<file path="config.mk">
export PLATFORM = sky130hd
export DESIGN_NAME = lcd_tg_top
export DESIGN_NICKNAME = d
export VERILOG_FILES = /design/src/rtl/lcd_tg_pkg.sv /design/src/rtl/lcd_tg_regs.sv /design/src/rtl/lcd_tg_count.sv /design/src/rtl/lcd_tg_out.sv /design/src/rtl/lcd_tg_top.sv
export SDC_FILE = /design/constraint.sdc
export NUM_CORES = 1
export LEC_CHECK = 0
export ABC_AREA = 1
export BUFFER_PORTS_ARGS = -buffer_cell sky130_fd_sc_hd__buf_2
export CAP_MARGIN = 5
export CORE_ASPECT_RATIO = 1.75
export CORE_MARGIN = 2
export CORE_UTILIZATION = 45
export DETAILED_ROUTE_END_ITERATION = 7
export GPL_ROUTABILITY_DRIVEN = 0
export MAX_ROUTING_LAYER = met4
export SETUP_SLACK_MARGIN = 0.1
export SYNTH_ARGS = -nofsm -noshare
export SYNTH_HDL_FRONTEND = slang
export SYNTH_SLANG_ARGS = --single-unit
</file>
<file path="constraint.sdc">
create_clock -name clk_i -period 4 [get_ports clk_i]
set_input_delay 0.8 -clock clk_i [delete_from_list [all_inputs] [get_ports clk_i]]
set_output_delay 0.8 -clock clk_i [all_outputs]
set_load 0.05 [all_outputs]
</file>
<file path="src/rtl/lcd_tg_pkg.sv">
package lcd_tg_pkg;
  localparam int REG_CTRL   = 0;
  localparam int REG_HTIME  = 1;
  localparam int REG_HWIN   = 2;
  localparam int REG_PERIOD = 3;
  localparam int REG_VLEN   = 4;
  localparam int REG_VSTART = 5;
  localparam int REG_VEND   = 6;
  localparam int REG_SKEW   = 7;
  localparam int REG_POL    = 8;
  localparam int REG_BORDER = 9;
  localparam int REG_UFLOW  = 10;
  localparam int N_REGS     = 11;

  localparam int POL_HS = 0;
  localparam int POL_VS = 1;
endpackage

</file>
<file path="src/rtl/lcd_tg_regs.sv">
module lcd_tg_regs import lcd_tg_pkg::*; #(
  parameter int DATA_W = 32,
  parameter int ADDR_W = 4,
  parameter int H_W    = 12,
  parameter int F_W    = 24,
  parameter int COL_W  = 24
) (
  input  logic              clk_i,
  input  logic              rst_ni,
  input  logic              wr_en_i,
  input  logic [ADDR_W-1:0] wr_addr_i,
  input  logic [DATA_W-1:0] wr_data_i,
  input  logic              load_i,
  output logic              run_o,
  output logic [H_W-1:0]    htot_o,
  output logic [H_W-1:0]    hpw_o,
  output logic [H_W-1:0]    hst_o,
  output logic [H_W-1:0]    hend_o,
  output logic [F_W-1:0]    period_o,
  output logic [F_W-1:0]    vlen_o,
  output logic [F_W-1:0]    vst_o,
  output logic [F_W-1:0]    vend_o,
  output logic [F_W-1:0]    skew_o,
  output logic [1:0]        pol_o,
  output logic [COL_W-1:0]  border_o,
  output logic [COL_W-1:0]  ucol_o,
  output logic              urec_o
);
  localparam int HF = DATA_W / 2;

  logic              st_en;
  logic [H_W-1:0]    st_htot, st_hpw, st_hst, st_hend;
  logic [F_W-1:0]    st_period, st_vlen, st_vst, st_vend, st_skew;
  logic [1:0]        st_pol;
  logic [COL_W-1:0]  st_border, st_ucol;
  logic              st_urec;

  logic unused_wdata;
  assign unused_wdata = ^wr_data_i;

  // staging copy, written by software at any time
  always_ff @(posedge clk_i or negedge rst_ni) begin
    if (!rst_ni) begin
      st_en <= 1'b0;
      st_htot <= '0; st_hpw <= '0; st_hst <= '0; st_hend <= '0;
      st_period <= '0; st_vlen <= '0; st_vst <= '0; st_vend <= '0; st_skew <= '0;
      st_pol <= '0; st_border <= '0; st_ucol <= '0; st_urec <= 1'b0;
    end else if (wr_en_i) begin
      case (int'(wr_addr_i))
        REG_CTRL:   st_en <= wr_data_i[0];
        REG_HTIME:  begin st_htot <= wr_data_i[0 +: H_W]; st_hpw <= wr_data_i[HF +: H_W]; end
        REG_HWIN:   begin st_hst <= wr_data_i[0 +: H_W]; st_hend <= wr_data_i[HF +: H_W]; end
        REG_PERIOD: st_period <= wr_data_i[0 +: F_W];
        REG_VLEN:   st_vlen <= wr_data_i[0 +: F_W];
        REG_VSTART: st_vst <= wr_data_i[0 +: F_W];
        REG_VEND:   st_vend <= wr_data_i[0 +: F_W];
        REG_SKEW:   st_skew <= wr_data_i[0 +: F_W];
        REG_POL:    st_pol <= wr_data_i[1:0];
        REG_BORDER: st_border <= wr_data_i[0 +: COL_W];
        REG_UFLOW:  begin st_ucol <= wr_data_i[0 +: COL_W]; st_urec <= wr_data_i[DATA_W-1]; end
        default: ;
      endcase
    end
  end

  // active copy, loaded only at a frame boundary or while idle
  always_ff @(posedge clk_i or negedge rst_ni) begin
    if (!rst_ni) begin
      run_o <= 1'b0;
      htot_o <= '0; hpw_o <= '0; hst_o <= '0; hend_o <= '0;
      period_o <= '0; vlen_o <= '0; vst_o <= '0; vend_o <= '0; skew_o <= '0;
      pol_o <= '0; border_o <= '0; ucol_o <= '0; urec_o <= 1'b0;
    end else if (load_i) begin
      run_o <= st_en;
      htot_o <= st_htot; hpw_o <= st_hpw; hst_o <= st_hst; hend_o <= st_hend;
      period_o <= st_period; vlen_o <= st_vlen; vst_o <= st_vst; vend_o <= st_vend;
      skew_o <= st_skew; pol_o <= st_pol; border_o <= st_border;
      ucol_o <= st_ucol; urec_o <= st_urec;
    end
  end

  // run state only changes at a load point
  assert_run_at_boundary_R7: assert property (@(posedge clk_i) disable iff (!rst_ni)
    !$stable(run_o) |-> $past(load_i));

  // the active timing stays fixed inside a frame
  assert_shadow_hold_R10: assert property (@(posedge clk_i) disable iff (!rst_ni)
    !load_i |=> ($stable(period_o) && $stable(htot_o) && $stable(pol_o)));
endmodule

</file>
<file path="src/rtl/lcd_tg_count.sv">
module lcd_tg_count #(
  parameter int H_W = 12,
  parameter int F_W = 24
) (
  input  logic           clk_i,
  input  logic           rst_ni,
  input  logic           run_i,
  input  logic [H_W-1:0] htot_i,
  input  logic [F_W-1:0] period_i,
  output logic [H_W-1:0] hcnt_o,
  output logic [F_W-1:0] fcnt_o,
  output logic           load_o
);
  logic frame_end, line_end;

  assign frame_end = (fcnt_o == period_i - F_W'(1));
  assign line_end  = (hcnt_o == htot_i - H_W'(1));
  assign load_o    = !run_i || frame_end;

  always_ff @(posedge clk_i or negedge rst_ni) begin
    if (!rst_ni) begin
      hcnt_o <= '0;
      fcnt_o <= '0;
    end else if (load_o) begin
      hcnt_o <= '0;
      fcnt_o <= '0;
    end else begin
      fcnt_o <= fcnt_o + F_W'(1);
      hcnt_o <= line_end ? '0 : hcnt_o + H_W'(1);
    end
  end

  assert_hcnt_range_R2: assert property (@(posedge clk_i) disable iff (!rst_ni)
    (run_i && htot_i != '0) |-> (hcnt_o < htot_i));

  assert_frame_wrap_R3: assert property (@(posedge clk_i) disable iff (!rst_ni)
    (run_i && $past(run_i) && fcnt_o == '0) |-> ($past(fcnt_o) == $past(period_i) - F_W'(1)));
endmodule

</file>
<file path="src/rtl/lcd_tg_out.sv">
module lcd_tg_out import lcd_tg_pkg::*; #(
  parameter int H_W   = 12,
  parameter int F_W   = 24,
  parameter int COL_W = 24
) (
  input  logic             run_i,
  input  logic [H_W-1:0]   hcnt_i,
  input  logic [F_W-1:0]   fcnt_i,
  input  logic [H_W-1:0]   hpw_i,
  input  logic [H_W-1:0]   hst_i,
  input  logic [H_W-1:0]   hend_i,
  input  logic [F_W-1:0]   vlen_i,
  input  logic [F_W-1:0]   vst_i,
  input  logic [F_W-1:0]   vend_i,
  input  logic [F_W-1:0]   skew_i,
  input  logic [1:0]       pol_i,
  input  logic [COL_W-1:0] border_i,
  input  logic [COL_W-1:0] ucol_i,
  input  logic             urec_i,
  input  logic [COL_W-1:0] pix_i,
  input  logic             pix_valid_i,
  output logic             hsync_o,
  output logic             vsync_o,
  output logic             de_o,
  output logic             req_o,
  output logic             frame_start_o,
  output logic [COL_W-1:0] pix_o
);
  logic [F_W:0] vs_end;
  logic h_sync, v_sync, h_win, v_win;

  assign vs_end = {1'b0, skew_i} + {1'b0, vlen_i};
  assign h_sync = hcnt_i < hpw_i;
  assign v_sync = (fcnt_i >= skew_i) && ({1'b0, fcnt_i} < vs_end);
  assign h_win  = (hcnt_i >= hst_i) && (hcnt_i <= hend_i);
  assign v_win  = (fcnt_i >= vst_i) && (fcnt_i <= vend_i);

  assign de_o          = run_i && h_win && v_win;
  assign req_o         = de_o;
  assign hsync_o       = (run_i && h_sync) ^ pol_i[POL_HS];
  assign vsync_o       = (run_i && v_sync) ^ pol_i[POL_VS];
  assign frame_start_o = run_i && (fcnt_i == '0);

  always_comb begin
    if (!de_o)                    pix_o = border_i;
    else if (pix_valid_i || !urec_i) pix_o = pix_i;
    else                          pix_o = ucol_i;
  end
endmodule

</file>
<file path="src/rtl/lcd_tg_top.sv">
module lcd_tg_top #(
  parameter int DATA_W = 32,
  parameter int ADDR_W = 4,
  parameter int H_W    = 12,
  parameter int F_W    = 24,
  parameter int COL_W  = 24
) (
  input  logic              clk_i,
  input  logic              rst_ni,
  input  logic              wr_en_i,
  input  logic [ADDR_W-1:0] wr_addr_i,
  input  logic [DATA_W-1:0] wr_data_i,
  input  logic [COL_W-1:0]  pix_i,
  input  logic              pix_valid_i,
  output logic              pix_req_o,
  output logic [COL_W-1:0]  pix_o,
  output logic              hsync_o,
  output logic              vsync_o,
  output logic              de_o,
  output logic              frame_start_o
);
  logic             run, load, urec;
  logic [H_W-1:0]   htot, hpw, hst, hend, hcnt;
  logic [F_W-1:0]   period, vlen, vst, vend, skew, fcnt;
  logic [1:0]       pol;
  logic [COL_W-1:0] border, ucol;

  lcd_tg_regs #(.DATA_W(DATA_W), .ADDR_W(ADDR_W), .H_W(H_W), .F_W(F_W), .COL_W(COL_W)) u_regs (
    .clk_i, .rst_ni, .wr_en_i, .wr_addr_i, .wr_data_i,
    .load_i(load), .run_o(run),
    .htot_o(htot), .hpw_o(hpw), .hst_o(hst), .hend_o(hend),
    .period_o(period), .vlen_o(vlen), .vst_o(vst), .vend_o(vend), .skew_o(skew),
    .pol_o(pol), .border_o(border), .ucol_o(ucol), .urec_o(urec)
  );

  lcd_tg_count #(.H_W(H_W), .F_W(F_W)) u_count (
    .clk_i, .rst_ni, .run_i(run), .htot_i(htot), .period_i(period),
    .hcnt_o(hcnt), .fcnt_o(fcnt), .load_o(load)
  );

  lcd_tg_out #(.H_W(H_W), .F_W(F_W), .COL_W(COL_W)) u_out (
    .run_i(run), .hcnt_i(hcnt), .fcnt_i(fcnt),
    .hpw_i(hpw), .hst_i(hst), .hend_i(hend),
    .vlen_i(vlen), .vst_i(vst), .vend_i(vend), .skew_i(skew),
    .pol_i(pol), .border_i(border), .ucol_i(ucol), .urec_i(urec),
    .pix_i, .pix_valid_i,
    .hsync_o, .vsync_o, .de_o, .req_o(pix_req_o), .frame_start_o, .pix_o
  );
endmodule

</file>
==> results.cfg <==
[grt]
grt_usage = 0.271
gr-total-overflow = 0
grt_max_degree = 96
grt_pass1_vias = 21277
antenna_found_initial = 2
grt_pass1_wl_mm = 117

[worst_setup_path]
startpoint_type = flop
r2r_start = u_regs.period_o[0]
r2r-end = u_regs.vend_o[23]
cp_max_fo = 5
arrival_ns = 3.69
r2r_slack_ns = 0.48
cp_data_required_time_ns = 3.20
ff2ff_path_depth = 15
endpoint_kind = output pin
critPathKind = flop to output pin

[sta]
relSlewSlack = 0.353
postLayoutSetupSlackWorst_ns = -0.493
max_clock_freq_ghz = 0.223
period_needed_ns = 4.49
fin_worst_skew_ns = 0.0224
rsz0062_at_grt = true
setup_violations = 1
drv_slew = 0
worst_pin_slew_ns = 0.971
hold_viol_final = 0
finalCritPeriodShare = 1.12

[power_and_ir_drop]
power.leakage_nw = 14.7
vdd_drop_max_uv = 554
totalPowerFinal_mw = 21.4
p_per_area_mw_per_mm2 = 752

[clock_network]
cts.sinks = 476
h-tree-depth = 2
insertion_delay_ns = 0.59
hold_buffers = 0
cts_tree = built
root_buffer = clkbuf_16
clk_path_buf_depth = 3
cts_buffers = 45
cts.clk_slew.worst_paths_ns = 0.07

[floorplan]
dieHeight_um = 315
fp.dieW_um = 182
ios = 93
initial_core_util = 0.453
fp.dieArea_mm2 = 0.0573
coreArea_mm2 = 0.0549
core.rowCount = 114

[synth]
yosys.cell_types.count = 40
seq_area_frac_synth = 0.479
yosys_most_used_dff = dfrtp_1
synth_warnings = 0
synth_edf_count = 0
ys_ff_latch = 476
syn_nets = 3247
syn_area_per_cell_um2 = 8.23
synth_cells = 3023
synthesis.area_mm2 = 0.0249
async_flop_share = 1.00

[placement]
dp.cells = 3754
hpwl_mm = 50.6
portBuffers = 89

[drt]
routed_via_density = 5.45
first_iter_violations = 1469
finalWirelength_mm = 74.3
vias = 20984
drc = 0
firstDrtPassIters = 5
antenna_left = 0
drt-wirelength-per-cell_um = 19.3

[outcome]
violations = setup timing
status = complete, but fails checks

[cells_and_area]
antenna_cells = 0
nNetsFinal = 3339
final_cells = 3847
syn2layout_area_growth_pct = 14.3
layout-drive-gt1-share = 0.115
final.fill_count = 5110

[worst_hold_path]
hold_path_class = input port to asynchronous set/reset pin

[job]
maxCapViolCount = 0
## per-stage QoR
step / setup slack, ns / instance area, um^2 / util / setup TNS, ns / hold WS (ns)
6_report: -0.493 / 28400 / 0.518 / -0.493 / 0.175
5_1_grt: -0.663 / 28400 / 0.518 / -0.663 / 0.219
4_1_cts: -0.496 / 28100 / 0.512 / -0.496 / 0.185
3_5_place_dp: -0.100 / 26300 / 0.480 / -0.100 / 0.449
3_3_place_gp: -0.128 / 26300 / 0.480 / -0.128 / 0.449
2_1_floorplan: 0.180 / 24900 / - / 0 / 0.434
## Yosys cell counts, drive strengths merged (2+ instances only)
cell / count / area share
a211oi: 2 / 0.00060
a21boi: 2 / 0.00060
a21o: 5 / 0.0015
a21oi: 89 / 0.018
a31oi: 3 / 0.00075
and2: 2 / 0.00050
buf: 62 / 0.015
clkbuf: 84 / 0.013
dfrtp: 476 / 0.48
ha: 159 / 0.080
inv: 239 / 0.036
mux2: 25 / 0.011
nand2: 958 / 0.14
nand3: 281 / 0.057
nand3b: 5 / 0.0015
nand4: 61 / 0.015
nor2: 162 / 0.026
nor3: 18 / 0.0036
nor4: 8 / 0.0020
o211ai: 3 / 0.00091
o21a: 4 / 0.0012
o21ai: 267 / 0.054
o21bai: 12 / 0.0036
or2: 3 / 0.00075
xnor2: 27 / 0.0095
xor2: 62 / 0.022
## logic make-up after synthesis
group,count (synthesis),synth area share
muxes,25,0.0113
xor gates and xnor gates,91,0.0332
adders and majority gates,160,0.0808
DFF,476,0.479
and+or+nand+nor,1499,0.251
buffers and inverters,385,0.0639
AOI/OAI and AO/OA,387,0.0808
## per-layer routing
metal / GRT usage / vias to the layer above / wire [um] / share of wire
li1: - / 10015 / - / -
met1: 0.291 / 10173 / 27600 / 0.37
met2: 0.481 / 574 / 38100 / 0.51
met3: 0.0280 / 222 / 3140 / 0.042
met4: 0.166 / 0 / 5490 / 0.074
met5: - / - / 0 / 0
## critical path, cell delays in order, from the launching register on
cell and delay (ns):
dfrtp_1 0.39, ha_1 0.39, a21oi_2 0.21, nand2_1 0.11
a21oi_1 0.23, o21ai_0 0.12, buf_4 0.16, xnor2_1 0.12
ha_1 0.29, nand2_2 0.06, buf_4 0.13, o21ai_0 0.18
a21oi_1 0.06, nand2_1 0.08, nand2_1 0.06, nand2_1 0.09
nand2_2 0.06, nand3_1 0.08, nand2_1 0.07, nand2_2 0.07
buf_6 0.15
## power by group
group | total [mW] | switching (mW) | leakage (nW) | internal (mW)
combinational | 9.28 | 5.60 | 7.81 | 3.68
sequential | 7.61 | 1.24 | 6.17 | 6.37
clock | 4.48 | 1.94 | 0.745 | 2.54
## layout by cell type, fill, tap and decap left out, types with 7 or more instances in the layout
| master | instances |
|---|---|
| o21ai_0 | 261 |
| clkinv_2 | 7 |
| clkbuf_8 | 8 |
| clkbuf_16 | 48 |
| xor2_1 | 62 |
| dfrtp_1 | 462 |
| nor3_1 | 16 |
| nand3_1 | 277 |
| buf_4 | 90 |
| nand2_1 | 943 |
| nor2_2 | 10 |
| o21bai_1 | 12 |
| buf_2 | 61 |
| ha_1 | 154 |
| mux2_2 | 25 |
| buf_12 | 11 |
| buf_6 | 20 |
| nand4_1 | 61 |
| nor2_1 | 148 |
| clkbuf_1 | 13 |
| xnor2_1 | 27 |
| dfrtp_2 | 13 |
| inv_1 | 233 |
| nand2_2 | 12 |
| a21oi_1 | 82 |
## repair_timing
item	4_1_cts	5_1_grt
hold endpoints to repair	0	0
setup endpoints to repair	27	27
pin swaps	8	17
gates cloned	1	2
setup buffers	4	3
gates resized for setup	55	73
## cell type report
cell class / instances / area, um^2 / share of cell area
inverters: 239 / 897 / 0.0316
clock inverters: 16 / 215 / 0.00757
well taps: 696 / 871 / 0.0306
clock buffers: 67 / 1310 / 0.0461
multi-input cells: 2162 / 11600 / 0.409
flip-flops and latches: 476 / 11900 / 0.420
repair buffers: 191 / 1580 / 0.0555
## worst max path at each step
stage | start | endpoint | slack (ns)
2_1_floorplan | u_regs.skew_o[0] | vsync_o | 0.18
3_3_place_gp | u_regs.skew_o[0] | vsync_o | -0.13
3_5_place_dp | u_regs.skew_o[0] | vsync_o | -0.10
4_1_cts | u_regs.skew_o[0] | vsync_o | -0.50
5_1_grt | u_regs.skew_o[0] | vsync_o | -0.66
6_report | u_regs.skew_o[2] | vsync_o | -0.49
No activity file was read; power rests on OpenSTA's default activity.
